`src/rtl/cfgport_pkg.sv`:
```
package cfgport_pkg;
  typedef enum logic [1:0] {
    KEY_IDLE = 2'd0,
    KEY_HALF = 2'd1,
    KEY_OPEN = 2'd2
  } key_state_e;

  localparam logic [7:0] KEY_BYTE    = 8'h87;
  localparam logic [7:0] LOCK_BYTE   = 8'hAA;
  localparam logic [7:0] IDX_LDN     = 8'h07;
  localparam logic [7:0] IDX_CHIP_HI = 8'h20;
  localparam logic [7:0] IDX_CHIP_LO = 8'h21;
  localparam logic [7:0] IDX_MFG_HI  = 8'h23;
  localparam logic [7:0] IDX_MFG_LO  = 8'h24;
  localparam logic [7:0] IDX_BASE_HI = 8'h60;
  localparam logic [7:0] IDX_BASE_LO = 8'h61;
  localparam logic [15:0] MFG_CODE   = 16'h1934;
  localparam logic [7:0] SEALED_READ = 8'hFF;
endpackage

```
`src/rtl/cfgport_key_fsm.sv`:
```
module cfgport_key_fsm
  import cfgport_pkg::*;
(
  input  logic       clk,
  input  logic       rst_n,
  input  logic       idx_wr,
  input  logic       dat_wr,
  input  logic [7:0] wdata,
  output logic       is_open,
  output logic       open_pulse
);
  key_state_e state_q, state_d;
  logic       pulse_q;

  always_comb begin
    state_d = state_q;
    unique case (state_q)
      KEY_IDLE: if (idx_wr && wdata == KEY_BYTE) state_d = KEY_HALF;
      KEY_HALF: begin
        if (idx_wr && wdata == KEY_BYTE) state_d = KEY_OPEN;
        else if (idx_wr || dat_wr)       state_d = KEY_IDLE;
      end
      KEY_OPEN: if (idx_wr && wdata == LOCK_BYTE) state_d = KEY_IDLE;
      default:  state_d = KEY_IDLE;
    endcase
  end

  always_ff @(posedge clk) begin
    if (!rst_n) begin
      state_q <= KEY_IDLE;
      pulse_q <= 1'b0;
    end else begin
      state_q <= state_d;
      pulse_q <= (state_q != KEY_OPEN) && (state_d == KEY_OPEN);
    end
  end

  assign is_open    = (state_q == KEY_OPEN);
  assign open_pulse = pulse_q;
endmodule

```
`src/rtl/cfgport_global_regs.sv`:
```
module cfgport_global_regs
  import cfgport_pkg::*;
#(
  parameter logic [7:0]  LDN_RESET = 8'h00,
  parameter logic [15:0] CHIP_ID   = 16'h0541
) (
  input  logic       clk,
  input  logic       rst_n,
  input  logic       is_open,
  input  logic       idx_wr,
  input  logic       dat_wr,
  input  logic [7:0] wdata,
  output logic [7:0] idx_q,
  output logic [7:0] ldn_q,
  output logic       glb_hit,
  output logic [7:0] glb_rdata
);
  logic idx_load, ldn_load;

  assign idx_load = is_open && idx_wr && (wdata != LOCK_BYTE);
  assign ldn_load = is_open && dat_wr && (idx_q == IDX_LDN);

  always_ff @(posedge clk) begin
    if (!rst_n) begin
      idx_q <= 8'h00;
      ldn_q <= LDN_RESET;
    end else begin
      if (idx_load) idx_q <= wdata;
      if (ldn_load) ldn_q <= wdata;
    end
  end

  always_comb begin
    glb_hit   = 1'b1;
    glb_rdata = 8'h00;
    unique case (idx_q)
      IDX_LDN:     glb_rdata = ldn_q;
      IDX_CHIP_HI: glb_rdata = CHIP_ID[15:8];
      IDX_CHIP_LO: glb_rdata = CHIP_ID[7:0];
      IDX_MFG_HI:  glb_rdata = MFG_CODE[15:8];
      IDX_MFG_LO:  glb_rdata = MFG_CODE[7:0];
      default:     glb_hit   = 1'b0;
    endcase
  end
endmodule

```
`src/rtl/cfgport_ldev_bank.sv`:
```
module cfgport_ldev_bank
  import cfgport_pkg::*;
#(
  parameter int NUM_LDEV    = 8,
  parameter int BASE_RESET  = 'h0290,
  parameter int BASE_STRIDE = 'h0010
) (
  input  logic       clk,
  input  logic       rst_n,
  input  logic       wr_en,
  input  logic [7:0] idx,
  input  logic [7:0] ldn,
  input  logic [7:0] wdata,
  output logic       bank_hit,
  output logic [7:0] bank_rdata
);
  localparam int SEL_W = (NUM_LDEV > 1) ? $clog2(NUM_LDEV) : 1;

  logic [15:0]      base_q [NUM_LDEV];
  logic             in_range;
  logic [SEL_W-1:0] sel;
  logic             hit_hi, hit_lo;
  logic [15:0]      cur_base;

  assign in_range = ({24'd0, ldn} < NUM_LDEV);
  assign sel      = ldn[SEL_W-1:0];
  assign hit_hi   = (idx == IDX_BASE_HI);
  assign hit_lo   = (idx == IDX_BASE_LO);
  assign bank_hit = hit_hi || hit_lo;

  for (genvar g = 0; g < NUM_LDEV; g++) begin : g_fn
    localparam logic [15:0] RST_VAL = 16'(BASE_RESET + g * BASE_STRIDE);
    logic mine;
    assign mine = wr_en && in_range && (int'(sel) == g);
    always_ff @(posedge clk) begin
      if (!rst_n) begin
        base_q[g] <= RST_VAL;
      end else if (mine) begin
        if (hit_hi) base_q[g][15:8] <= wdata;
        if (hit_lo) base_q[g][7:0]  <= wdata;
      end
    end
  end

  always_comb begin
    cur_base = 16'h0000;
    for (int k = 0; k < NUM_LDEV; k++) begin
      if (in_range && int'(sel) == k) cur_base = base_q[k];
    end
  end

  assign bank_rdata = hit_hi ? cur_base[15:8] : (hit_lo ? cur_base[7:0] : 8'h00);
endmodule

```
`src/rtl/cfgport_top.sv`:
```
module cfgport_top
  import cfgport_pkg::*;
#(
  parameter int          NUM_LDEV    = 8,
  parameter logic [15:0] CHIP_ID     = 16'h0541,
  parameter logic [7:0]  LDN_RESET   = 8'h00,
  parameter int          BASE_RESET  = 'h0290,
  parameter int          BASE_STRIDE = 'h0010
) (
  input  logic       clk,
  input  logic       rst_n,
  input  logic       bus_wr,
  input  logic       bus_rd,
  input  logic       bus_addr,
  input  logic [7:0] bus_wdata,
  output logic [7:0] bus_rdata,
  output logic       bus_rvalid,
  output logic       unlock_pulse
);
  logic       idx_wr, dat_wr, is_open;
  logic [7:0] idx_q, ldn_q;
  logic       glb_hit, bank_hit;
  logic [7:0] glb_rdata, bank_rdata;
  logic [7:0] rd_mux;
  logic [7:0] rdata_q;
  logic       rvalid_q;

  assign idx_wr = bus_wr && !bus_addr;
  assign dat_wr = bus_wr && bus_addr;

  cfgport_key_fsm u_key (
    .clk(clk), .rst_n(rst_n), .idx_wr(idx_wr), .dat_wr(dat_wr),
    .wdata(bus_wdata), .is_open(is_open), .open_pulse(unlock_pulse)
  );

  cfgport_global_regs #(.LDN_RESET(LDN_RESET), .CHIP_ID(CHIP_ID)) u_glb (
    .clk(clk), .rst_n(rst_n), .is_open(is_open), .idx_wr(idx_wr),
    .dat_wr(dat_wr), .wdata(bus_wdata), .idx_q(idx_q), .ldn_q(ldn_q),
    .glb_hit(glb_hit), .glb_rdata(glb_rdata)
  );

  cfgport_ldev_bank #(
    .NUM_LDEV(NUM_LDEV), .BASE_RESET(BASE_RESET), .BASE_STRIDE(BASE_STRIDE)
  ) u_bank (
    .clk(clk), .rst_n(rst_n), .wr_en(is_open && dat_wr), .idx(idx_q),
    .ldn(ldn_q), .wdata(bus_wdata), .bank_hit(bank_hit), .bank_rdata(bank_rdata)
  );

  always_comb begin
    if (!is_open)      rd_mux = SEALED_READ;
    else if (!bus_addr) rd_mux = idx_q;
    else if (glb_hit)  rd_mux = glb_rdata;
    else if (bank_hit) rd_mux = bank_rdata;
    else               rd_mux = 8'h00;
  end

  always_ff @(posedge clk) begin
    if (!rst_n) begin
      rdata_q  <= 8'h00;
      rvalid_q <= 1'b0;
    end else begin
      rvalid_q <= bus_rd;
      if (bus_rd) rdata_q <= rd_mux;
    end
  end

  assign bus_rdata  = rdata_q;
  assign bus_rvalid = rvalid_q;
endmodule

```
`config.mk`:
```
export PLATFORM = sky130hd
export DESIGN_NAME = cfgport_top
export DESIGN_NICKNAME = d
export VERILOG_FILES = /design/src/rtl/cfgport_pkg.sv /design/src/rtl/cfgport_key_fsm.sv /design/src/rtl/cfgport_global_regs.sv /design/src/rtl/cfgport_ldev_bank.sv /design/src/rtl/cfgport_top.sv
export SDC_FILE = /design/constraint.sdc
export NUM_CORES = 1
export LEC_CHECK = 0
export BUFFER_PORTS_ARGS = -buffer_cell sky130_fd_sc_hd__buf_2
export CORE_ASPECT_RATIO = 1.1
export CORE_MARGIN = 10
export CORE_UTILIZATION = 25
export DETAILED_ROUTE_END_ITERATION = 10
export PLACE_DENSITY = 0.36
export SYNTH_ARGS = -nofsm -noshare
export SYNTH_HDL_FRONTEND = slang
export SYNTH_SLANG_ARGS = --single-unit
```
`constraint.sdc`:
```
create_clock -name clk -period 5.9 [get_ports clk]
set_input_delay 0.295 -clock clk [delete_from_list [all_inputs] [get_ports clk]]
set_output_delay 0.295 -clock clk [all_outputs]
set_load 0.02 [all_outputs]
```
==> qor.txt, run 1 <==
Register area = 0.00441 mm²
CTS tree = built
Worst-Skew Late Latency = 430 ps
Core area = 0.0296 mm²
Final setup vio count = 0
Clock slew at reported path FFs = 70 ps
Post-DP HPWL = 16300 µm
CTS Sinks = 156
Layout cell share with drive strength beyond 1 = 0.137
Final GP Congestion = 0.767
Syn Nets = 638
Met2 WL = 11700 µm
Power per cell area = 294 mW/mm²
Worst-path fanout max = 9
Leakage power = 2.70 nW
Min-delay src = bus_wr
Clock buffer count from CTS = 17
DRC = 0
FP Rows = 66
Seq cells post-synth = 156
Fin worst setup slack = 2490 ps
Met3 Wirelength = 1160 µm
Antenna violations before repair = 1
Clk buf depth = 2
Initial Util = 0.254
Worst Hold Depth = 3
Max-cap violation count = 0
Largest net degree at the start of global routing = 36
N_diodes = 0
Area grow syn2layout = 13.4%
DRT Pass-1 Iters = 4
Footprint of the multi-input gates = 0.00289 mm²
First-pass GRT wire length = 36700 µm
Slew HR = 0.195
Via count = 5061
Seq/Total Area, Yosys = 0.585
RSZ-0062 raised after global routing = no
EDFF count, synth = 128
DR iter-0 viols = 368
Fin nets = 634
Hold buffers post-CTS = 0
Slowest stage delay, CP = 1020 ps
Setup_tns = 0 ps
Filler Cells Inserted = 3041
Critical Path RT = 5940 ps
Slowest CP cell = o21ai_0
Reg2reg setup slack = 2490 ps
Placed cells = 976
Reg-to-Reg End = u_bank.base_q[0][47]
Root buf cell = clkbuf_16
Top Layer Used = met4
Worst-case reg-to-reg path depth = 4
Distinct cells, synth = 57
Die Y-Extent = 202 µm
Endpoint, Worst Hold = u_key.open_pulse
Drt via density = 5.02
Crit path DAT = 3450 ps
Post-CTS setup repair buffer count = 0
Worst r2r src = u_glb.ldn_q[7]
Overall Global Routing Usage = 0.134
Slew Viols, Final = 0
Port buffer count = 22
Die area = 0.0375 mm²
Die X = 186 µm
H-tree depth = 4
Crit-path cells = or4_1 -> nor3_1 -> nand3_1 -> o21ai_0
Total Wirelength = 24500 µm
VDD IR max = 0.192 mV
IO Count = 23
Antenna viol nets, final = 0
Met1 wire length = 11500 µm
Crit end category = flop
Average wire per standard cell = 24.3 µm
Max Freq = 293 MHz
Period utilization = 0.578
Dpl ws = 2510 ps
Syn_area_per_cell = 12.1 µm²
Cells resized by post-CTS repair = 0
Non-Filler Instances = 1008
Final hold vios = 0
Primary FF master, synth = edfxtp_1
Count of warnings emitted by yosys = 0
Async set-reset flop share out of synthesis = 0
Gate Count Post-Synth = 625
Vias in the first global route = 5234
Critical path class = reg -> reg
Status = complete, no violations
Netlist Area Pre-Place = 0.00753 mm²
Fin Hold WS = 182 ps
Setup Skew = 12.6 ps
Hold crit path type = in -> reg
Transition time at the pin with the least slew margin = 1190 ps
GRT Residual Overflow = 0
Final min period = 3410 ps
Crit path launch type = flop
[state kept, by name, summed over array words and instances (netlist names)]
signal            cells
u_glb.ldn_q           8
bus_rdata             8
u_key.open_pulse      1
u_bank.base_q       128
bus_rvalid            1
u_key.state_q         2
u_glb.idx_q           8
[worst max path at each step]
stage,startpoint,end,slack [ps],cells after the start
6_report,u_glb.ldn_q[7],u_bank.base_q[0][47],2490,4
5_1_grt,u_glb.ldn_q[7],u_bank.base_q[0][47],2330,4
4_1_cts,u_glb.ldn_q[7],u_bank.base_q[0][42],2500,4
3_5_place_dp,u_glb.ldn_q[7],u_bank.base_q[0][42],2510,4
3_3_place_gp,u_glb.ldn_q[5],u_bank.base_q[0][47],2630,4
2_1_floorplan,u_glb.ldn_q[5],u_bank.base_q[1][32],3180,6
[cells in the final DEF (no fill, tap or decap), types with 4 or more instances in the layout]
cell,Yosys,routed
nor2_1,33,33
edfxtp_1,128,128
nand3b_1,4,4
inv_1,5,5
o221ai_1,12,12
mux2_2,9,9
mux4_2,15,15
nand2b_1,4,4
buf_4,1,6
a21oi_1,23,23
nor2b_1,21,21
o21ai_0,31,31
mux2i_1,22,22
a211oi_1,4,4
dfxtp_1,28,26
o21a_1,5,5
nor4_1,5,5
clkbuf_16,0,17
buf_2,5,22
or3_1,30,30
nand2_1,22,22
nand3_1,11,11
and2_1,104,104
a31oi_1,6,6
[cells in the mapped netlist, types with 12 or more instances]
cell      instances  area share
mux4_2           15       0.045
nand2_1          22       0.011
nor2_1           33       0.016
dfxtp_1          28       0.074
edfxtp_1        128        0.51
o221ai_1         12       0.014
nor2b_1          21       0.017
clkbuf_1         40       0.020
mux2i_1          22       0.029
and2_1          104       0.086
or3_1            30       0.025
o21ai_0          31       0.021
a21oi_1          23       0.015
[critical path: cells and delay by family (launching register included)]
| family | cells | cell delay, ps |
|---|---|---|
| AO/OA/AOI/OAI | 1 | 1020 |
| flip-flops | 1 | 340 |
| AND/OR/NAND/NOR | 3 | 1660 |
[cell families (layout without fill, tap and decap cells)]
kind of cell	count (synthesis)	count (layout)	share of synthesized area
AOI/OAI and AO/OA	107	107	0.0922
DFF	156	156	0.585
buffers and inverters	57	66	0.0317
muxes	46	46	0.0875
and+or+nand+nor	259	259	0.204
[metal layers]
metal	vias to the layer above	track usage
met2	127	0.214
li1	2315	-
met4	0	0.0285
met1	2611	0.182
met5	-	0
met3	8	0.0278
[through the flow]
stage	instance area (µm²)	power (mW)	utilization
2_1_floorplan	7530	1.32	-
3_3_place_gp	7940	1.39	0.268
3_5_place_dp	7940	1.39	0.268
4_1_cts	8540	2.53	0.288
5_1_grt	8540	2.59	0.288
6_report	8540	2.51	0.288
[power breakdown]
part / internal (mW) / switching (mW)
Sequential: 1.24 / 0.0233
Combinational: 0.0266 / 0.0750
Clock: 0.670 / 0.475
Total: 1.93 / 0.573
[final cells by class]
cell class,count,share of cell area
tap,374,0.0548
clock buffer,19,0.0507
multi-input combinational,412,0.338
inverter,6,0.00264
sequential,156,0.516
clock inverter,13,0.0193
timing repair buffer,28,0.0182
Power figures use the tool's default switching activity.
==> run 2, diff against run 1 <==
--- a/config.mk
+++ b/config.mk
@@ -5,12 +5,13 @@
 export SDC_FILE = /design/constraint.sdc
 export NUM_CORES = 1
 export LEC_CHECK = 0
+export ABC_AREA = 1
 export BUFFER_PORTS_ARGS = -buffer_cell sky130_fd_sc_hd__buf_2
 export CORE_ASPECT_RATIO = 1.1
 export CORE_MARGIN = 10
 export CORE_UTILIZATION = 25
 export DETAILED_ROUTE_END_ITERATION = 10
-export PLACE_DENSITY = 0.36
+export PLACE_DENSITY = 0.37
 export SYNTH_ARGS = -nofsm -noshare
 export SYNTH_HDL_FRONTEND = slang
 export SYNTH_SLANG_ARGS = --single-unit
==> constraint.sdc (replaced) <==
create_clock -name clk -period 3 [get_ports clk]
set_input_delay 0.15 -clock clk [delete_from_list [all_inputs] [get_ports clk]]
set_output_delay 0.15 -clock clk [all_outputs]
set_load 0.02 [all_outputs]
==> run 2 against run 1 <==
  * Combinational power grew 94%
  * Critical path depth grew 9
  * Register-to-register slack lost 1800 ps
  * Clock power grew 91%
  * Largest cell class unchanged
  * Largest power group unchanged
==> qor.txt, run 2 <==
Commonest cells in the synthesized netlist = 176 x nand2_1, 156 x nor2_1, 128 x edfxtp_1
Final GP Congestion = 0.792 (+3.2%)
H-tree depth = 4 (unchanged)
Clock slew at reported path FFs = 70 ps (about the same)
Layout cell share with drive strength beyond 1 = 0.147 (+0.00994)
Most frequent cells in the layout = 176 x nand2_1, 156 x nor2_1, 128 x edfxtp_1, 77 x inv_1, 47 x o21ai_0
Clk buf depth = 2 (unchanged)
Post-DP HPWL = 16500 µm (+1.6%)
Top-count cell post-synth = nand2_1
Hold buffers post-CTS = 1 (+1)
DRC = 0 (unchanged)
Primary FF master, synth = edfxtp_1
Seq cells post-synth = 156 (unchanged)
Antenna viol nets, final = 0 (unchanged)
Synth area leader = edfxtp_1
Biggest register = u_bank.base_q
Core area = 0.0296 mm² (-0.28%)
CTS tree = built
Top post-synthesis cells by area = edfxtp_1 51%, nand2_1 8.8%, nor2_1 7.8%, dfxtp_1 7.5%, inv_1 3.9%
Average wire per standard cell = 19.5 µm (-20%)
Internal power = 3.55 mW (+83%)
Critical path class = reg -> reg
Overall Global Routing Usage = 0.133 (-0.00123)
Die X = 185 µm (-0.33%)
Met3 Wirelength = 553 µm (-52%)
Seq pwr share = 0.502 (about the same)
VDD IR max = 0.372 mV (+94%)
Max Freq = 434 MHz (+48%)
Most common cell after layout, fill and taps aside = nand2_1
RSZ-0062 raised after global routing = no
Worst-path fanout max = 11 (+2)
Final hold vios = 0 (unchanged)
Syn_area_per_cell = 9.10 µm² (-25%)
First-pass GRT wire length = 36700 µm (about the same)
IO Count = 23 (unchanged)
EDFF count, synth = 128 (unchanged)
DRT Pass-1 Iters = 4 (unchanged)
Crit end category = flop
Die area = 0.0372 mm² (-0.67%)
Root buf cell = clkbuf_16
Drt via density = 4.45 (-11%)
Count of warnings emitted by yosys = 0 (unchanged)
Slew Viols, Final = 0 (unchanged)
Max FFs per register = 128 (unchanged)
Final setup vio count = 0 (unchanged)
GRT Residual Overflow = 0 (unchanged)
Comb pwr share = 0.041 (about the same)
Gate Count Post-Synth = 822 (+32%)
Die Y-Extent = 201 µm (-0.34%)
Power per cell area = 557 mW/mm² (+90%)
Largest net degree at the start of global routing = 43 (+19%)
Post-CTS setup repair buffer count = 0 (unchanged)
DR iter-0 viols = 393 (+6.8%)
Hold crit path type = in -> reg
Status = complete, no violations
Initial Util = 0.253 (-0.00119)
Transition time at the pin with the least slew margin = 898 ps (-296 ps)
Slew HR = 0.400 (+0.205)
Post-synth top area share = 0.514 (+0.00384)
Setup_tns = 0 ps (unchanged)
Syn Nets = 835 (+31%)
Seq/Total Area, Yosys = 0.589 (+0.00440)
Sw Ratio = 0.259 (+0.0299)
Met2 WL = 12100 µm (+3.7%)
Worst-Skew Late Latency = 440 ps (about the same)
Period utilization = 0.768 (+0.190)
Vias in the first global route = 5613 (+7.2%)
Async set-reset flop share out of synthesis = 0 (unchanged)
Distinct cells, synth = 39 (-32%)
Clock Power Share = 0.457 (about the same)
Crit path DAT = 2680 ps (-770 ps)
Placed cells = 1204 (+23%)
Critical Path RT = 3370 ps (-2570 ps)
FP Rows = 66 (unchanged)
Fin nets = 863 (+36%)
Top Layer Used = met4
Setup Skew = 17.1 ps (+4.49 ps)
Final core occ = 0.291 (+0.00250)
Non-Filler Instances = 1237 (+23%)
Final min period = 2300 ps (-1110 ps)
Crit path launch type = flop
CTS Sinks = 156 (unchanged)
Met1 wire length = 11100 µm (-3.3%)
Port buffer count = 22 (unchanged)
Cells resized by post-CTS repair = 0 (unchanged)
Via count = 5509 (+8.9%)
N_diodes = 0 (unchanged)
Netlist Area Pre-Place = 0.00748 mm² (-0.75%)
Area grow syn2layout = 14.9%
Switching Power = 1.24 mW (+120%)
Total Wirelength = 24100 µm (-1.4%)
Antenna violations before repair = 0 (-1)
Clock buffer count from CTS = 17 (unchanged)
Max-cap violation count = 0 (unchanged)
Leakage power = 3.33 nW (+23%)
-- run 2: changes by cell type in the layout (fill, tap and decap cells not counted), sizes merged, moves of 24 or more --
cell,change
and2,-104
nand2,+161
nor2,+136
inv,+93
or3,-30
a21oi,+24
nand3,+29
-- run 2: power by group through the flow --
stage / Clock [mW] / Sequential, mW / Combinational (mW)
2_1_floorplan: 0 / 2.46 / 0.0900
3_5_place_dp: 0 / 2.45 / 0.205
6_report: 2.18 / 2.40 / 0.198
3_3_place_gp: 0 / 2.45 / 0.208
5_1_grt: 2.31 / 2.41 / 0.219
4_1_cts: 2.22 / 2.40 / 0.207
-- run 2: per-stage QoR --
stage	power [mW]	setup WS, ps	cell area, µm²	hold WS, ps
2_1_floorplan	2.55	871	7480	288
3_3_place_gp	2.66	660	7990	414
3_5_place_dp	2.66	680	7990	431
4_1_cts	4.83	656	8590	1.63
5_1_grt	4.94	489	8590	49.3
6_report	4.79	697	8590	19.9
-- run 2: cell type report --
cell class | count | area, µm²
fillers | 3120 | 21000
flip-flops and latches | 156 | 4400
multi-input cells | 538 | 2520
well taps | 374 | 468
clock buffers | 17 | 425
inverters | 99 | 375
repair buffers | 38 | 233
clock inverters | 15 | 161
-- run 2: path summary, 6_finish.rpt --
path	start	to	slack (ps)	depth (start not counted)
worst min-delay path	bus_wdata[4]	u_glb.ldn_q[4]	20	3
worst max-delay path	u_glb.ldn_q[2]	bus_rdata[5]	700	13
worst min register to register	u_glb.idx_q[5]	u_glb.idx_q[5]	500	2
worst max register to register	u_glb.ldn_q[2]	bus_rdata[5]	700	13
-- run 2: worst max-delay path, stage by stage (launching register included) --
cell,delay (ps)
dfxtp_1,400
inv_2,250
nand3_4,180
nor2_2,510
nand2_1,140
nand2_1,130
nor2_1,70
nand3b_1,100
nand2_1,80
nand2_1,60
nand2_1,50
nand3_1,80
nand2_1,90
a21oi_2,120
-- run 2: routing by layer --
layer | global-route usage | vias to the layer above
met5 | 0 | -
met1 | 0.171 | 2654
li1 | - | 2763
met2 | 0.224 | 73
met4 | 0.0398 | 0
met3 | 0.0198 | 19
-- run 2: kinds of logic after synthesis --
logic type,Yosys count,synth area share
buf+inv,128,0.0735
compound gates,99,0.0708
flops,156,0.589
simple gates,439,0.267
==> run 3, diff against run 2 <==
==> constraint.sdc (replaced) <==
create_clock -name clk -period 1.95 [get_ports clk]
set_input_delay 0.0975 -clock clk [delete_from_list [all_inputs] [get_ports clk]]
set_output_delay 0.0975 -clock clk [all_outputs]
set_load 0.02 [all_outputs]
==> run 3 against run 2 <==
  * Cell count up 6.7%
  * Highest routed layer unchanged
  * Largest power group unchanged
  * Cell area up 13%
  * Critical path type unchanged
  * Clock skew down 7.3 ps
  * Power up 54%
  * Non-clock buffer count up 84
  * Clock-buffer cell count up 3
  * Maximum frequency up 19%
==> qor.txt, run 3 (synthesis gave the netlist of run 2 again) <==
Overall Global Routing Usage = 0.138 (+0.00554)
Critical path class = reg -> reg
Worst r2r src = u_key.state_q[1]
DRC = 0 (unchanged)
GRT Residual Overflow = 0 (unchanged)
Clock slew at reported path FFs = 70 ps (about the same)
Antenna violations before repair = 0 (unchanged)
Vias in the first global route = 5978 (+6.5%)
Area grow syn2layout = 30.3%
Max-cap violation count = 0 (unchanged)
VDD IR max = 0.576 mV (+55%)
Die Y-Extent = 201 µm (unchanged)
Drt via density = 4.53 (+1.7%)
Worst-Skew Late Latency = 430 ps (about the same)
Max Freq = 517 MHz (+19%)
Transition time at the pin with the least slew margin = 1010 ps (+107 ps)
RSZ-0062 raised after global routing = yes
Non-Filler Instances = 1320 (+6.7%)
Clock buffer count from CTS = 17 (unchanged)
Leakage power = 3.84 nW (+15%)
Critical path origin = u_key.state_q[1]
Status = complete, no violations
DP Area = 0.00864 mm² (+8.0%)
Root buf cell = clkbuf_16
Endpoint, Worst Hold = u_glb.ldn_q[5]
Most common cell after layout, fill and taps aside = nand2_1
Register area = 0.00441 mm² (+0.23%)
Hold crit path type = in -> reg
Layout cell share with drive strength beyond 1 = 0.312 (+0.165)
Min-delay src = bus_wdata[5]
Core area = 0.0296 mm² (unchanged)
IO Count = 23 (unchanged)
Final GP Congestion = 0.842 (+6.3%)
Fin area = 0.00974 mm² (+13%)
Antenna viol nets, final = 0 (unchanged)
Via count = 5978 (+8.5%)
Max FFs per register = 128 (unchanged)
Reg-to-Reg End = u_bank.base_q[1][30]
CTS tree = built
Final hold vios = 0 (unchanged)
Crit end category = flop
Initial Util = 0.253 (unchanged)
Worst-path fanout max = 7 (-4)
Die X = 185 µm (unchanged)
Post-DP HPWL = 18000 µm (+9.0%)
Worst-case reg-to-reg path depth = 10 (-3)
PnR Total Power = 7.39 mW (+54%)
N_diodes = 0 (unchanged)
Clk buf depth = 2 (unchanged)
Biggest register = u_bank.base_q
Filler Cells Inserted = 3122 (+0.064%)
H-tree depth = 4 (unchanged)
Crit path launch type = flop
Most frequent cells in the layout = 149 x nand2_1, 128 x edfxtp_1, 124 x nor2_1, 70 x buf_4, 61 x inv_1
Critical Path RT = 2100 ps (-1270 ps)
Average wire per standard cell = 19.3 µm (-1.1%)
Total Wirelength = 25500 µm (+5.5%)
CTS Sinks = 156 (unchanged)
Period utilization = 0.992 (+0.225)
Final setup vio count = 0 (unchanged)
Worst Hold Depth = 3 (unchanged)
Setup Skew = 9.80 ps (-7.28 ps)
Crit path DAT = 2090 ps (-590 ps)
Power per cell area = 758 mW/mm² (+36%)
DR iter-0 viols = 382 (-2.8%)
Fin nets = 947 (+9.7%)
Slew HR = 0.326 (-0.0746)
FP Rows = 66 (unchanged)
Placed cells = 1273 (+5.7%)
Fin Hold WS = 51.6 ps (+31.7 ps)
Port buffer count = 22 (unchanged)
Reg2reg setup slack = 20 ps (-680 ps)
Die area = 0.0372 mm² (unchanged)
Slew Viols, Final = 0 (unchanged)
DRT Pass-1 Iters = 5 (+1)
First-pass GRT wire length = 37800 µm (+2.9%)
Largest net degree at the start of global routing = 28 (-35%)
Final min period = 1930 ps (-368 ps)
Footprint of the multi-input gates = 0.00283 mm² (+12%)
Setup_tns = 0 ps (unchanged)
run 3: changes by cell type in the layout (fill, tap and decap cells not counted), moves of 8 or more:
| cell | change |
|---|---|
| buf_12 | +10 |
| buf_4 | +55 |
| buf_6 | +13 |
| dfxtp_1 | -8 |
| dfxtp_2 | +8 |
| inv_1 | -16 |
| inv_2 | +10 |
| nand2_1 | -27 |
| nand2_2 | +26 |
| nor2_1 | -32 |
| nor2_2 | +15 |
| nor2_4 | +17 |
run 3: cell type report:
cell class,instances,share of cell area
clock buffers,20,0.0448
flip-flops and latches,156,0.453
inverters,99,0.0408
clock inverters,11,0.0125
multi-input cells,538,0.290
well taps,374,0.0480
repair buffers,122,0.111
run 3: per-layer routing:
layer  vias up  share of wire  wire (µm)  GRT usage
li1       2935              -          -          -
met1      2894           0.44      11300      0.172
met2       116           0.50      12600      0.232
met3        33          0.030        765     0.0209
met4         0          0.032        811     0.0587
met5         -              0          0          0
run 3: worst max path at each step:
stage                           end  depth (start not counted)  slack, ps
5_1_grt        u_bank.base_q[1][10]                          9       -110
6_report       u_bank.base_q[1][30]                         10         20
2_1_floorplan  u_bank.base_q[0][56]                          8         40
3_3_place_gp           bus_rdata[7]                         14       -210
3_5_place_dp           bus_rdata[7]                         14       -150
4_1_cts                bus_rdata[7]                         12        -20
run 3: through the flow:
step / worst slack (ps) / util
floorplan: 40.7 / -
global placement: -209 / 0.292
detailed placement: -151 / 0.292
CTS: -15.0 / 0.316
global route: -114 / 0.330
finish: 15.2 / 0.330
run 3: critical path, cell delays in order (launching register included):
cell and delay (ps):
dfxtp_2 330, inv_2 50, nor2_4 110, inv_2 60, nor3_4 240, clkinv_4 160
buf_4 170, nor2_2 140, nand2_2 110, nand2_1 140, buf_12 140
run 3: repair_timing:
action                                  CTS  global route
endpoints found under the hold margin     4             0
cloned                                    0             1
hold buffers                              4             0
gates resized for setup                  26           118
endpoints found under the setup margin   39           253
pin swaps                                 4            39
buffers inserted                          2             9
run 3: report_power, final:
| group | switching, mW | internal (mW) | total (mW) |
|---|---|---|---|
| Sequential | 0.0310 | 3.67 | 3.70 |
| Clock | 1.42 | 1.87 | 3.30 |
| Combinational | 0.271 | 0.117 | 0.388 |
| Total | 1.73 | 5.66 | 7.39 |
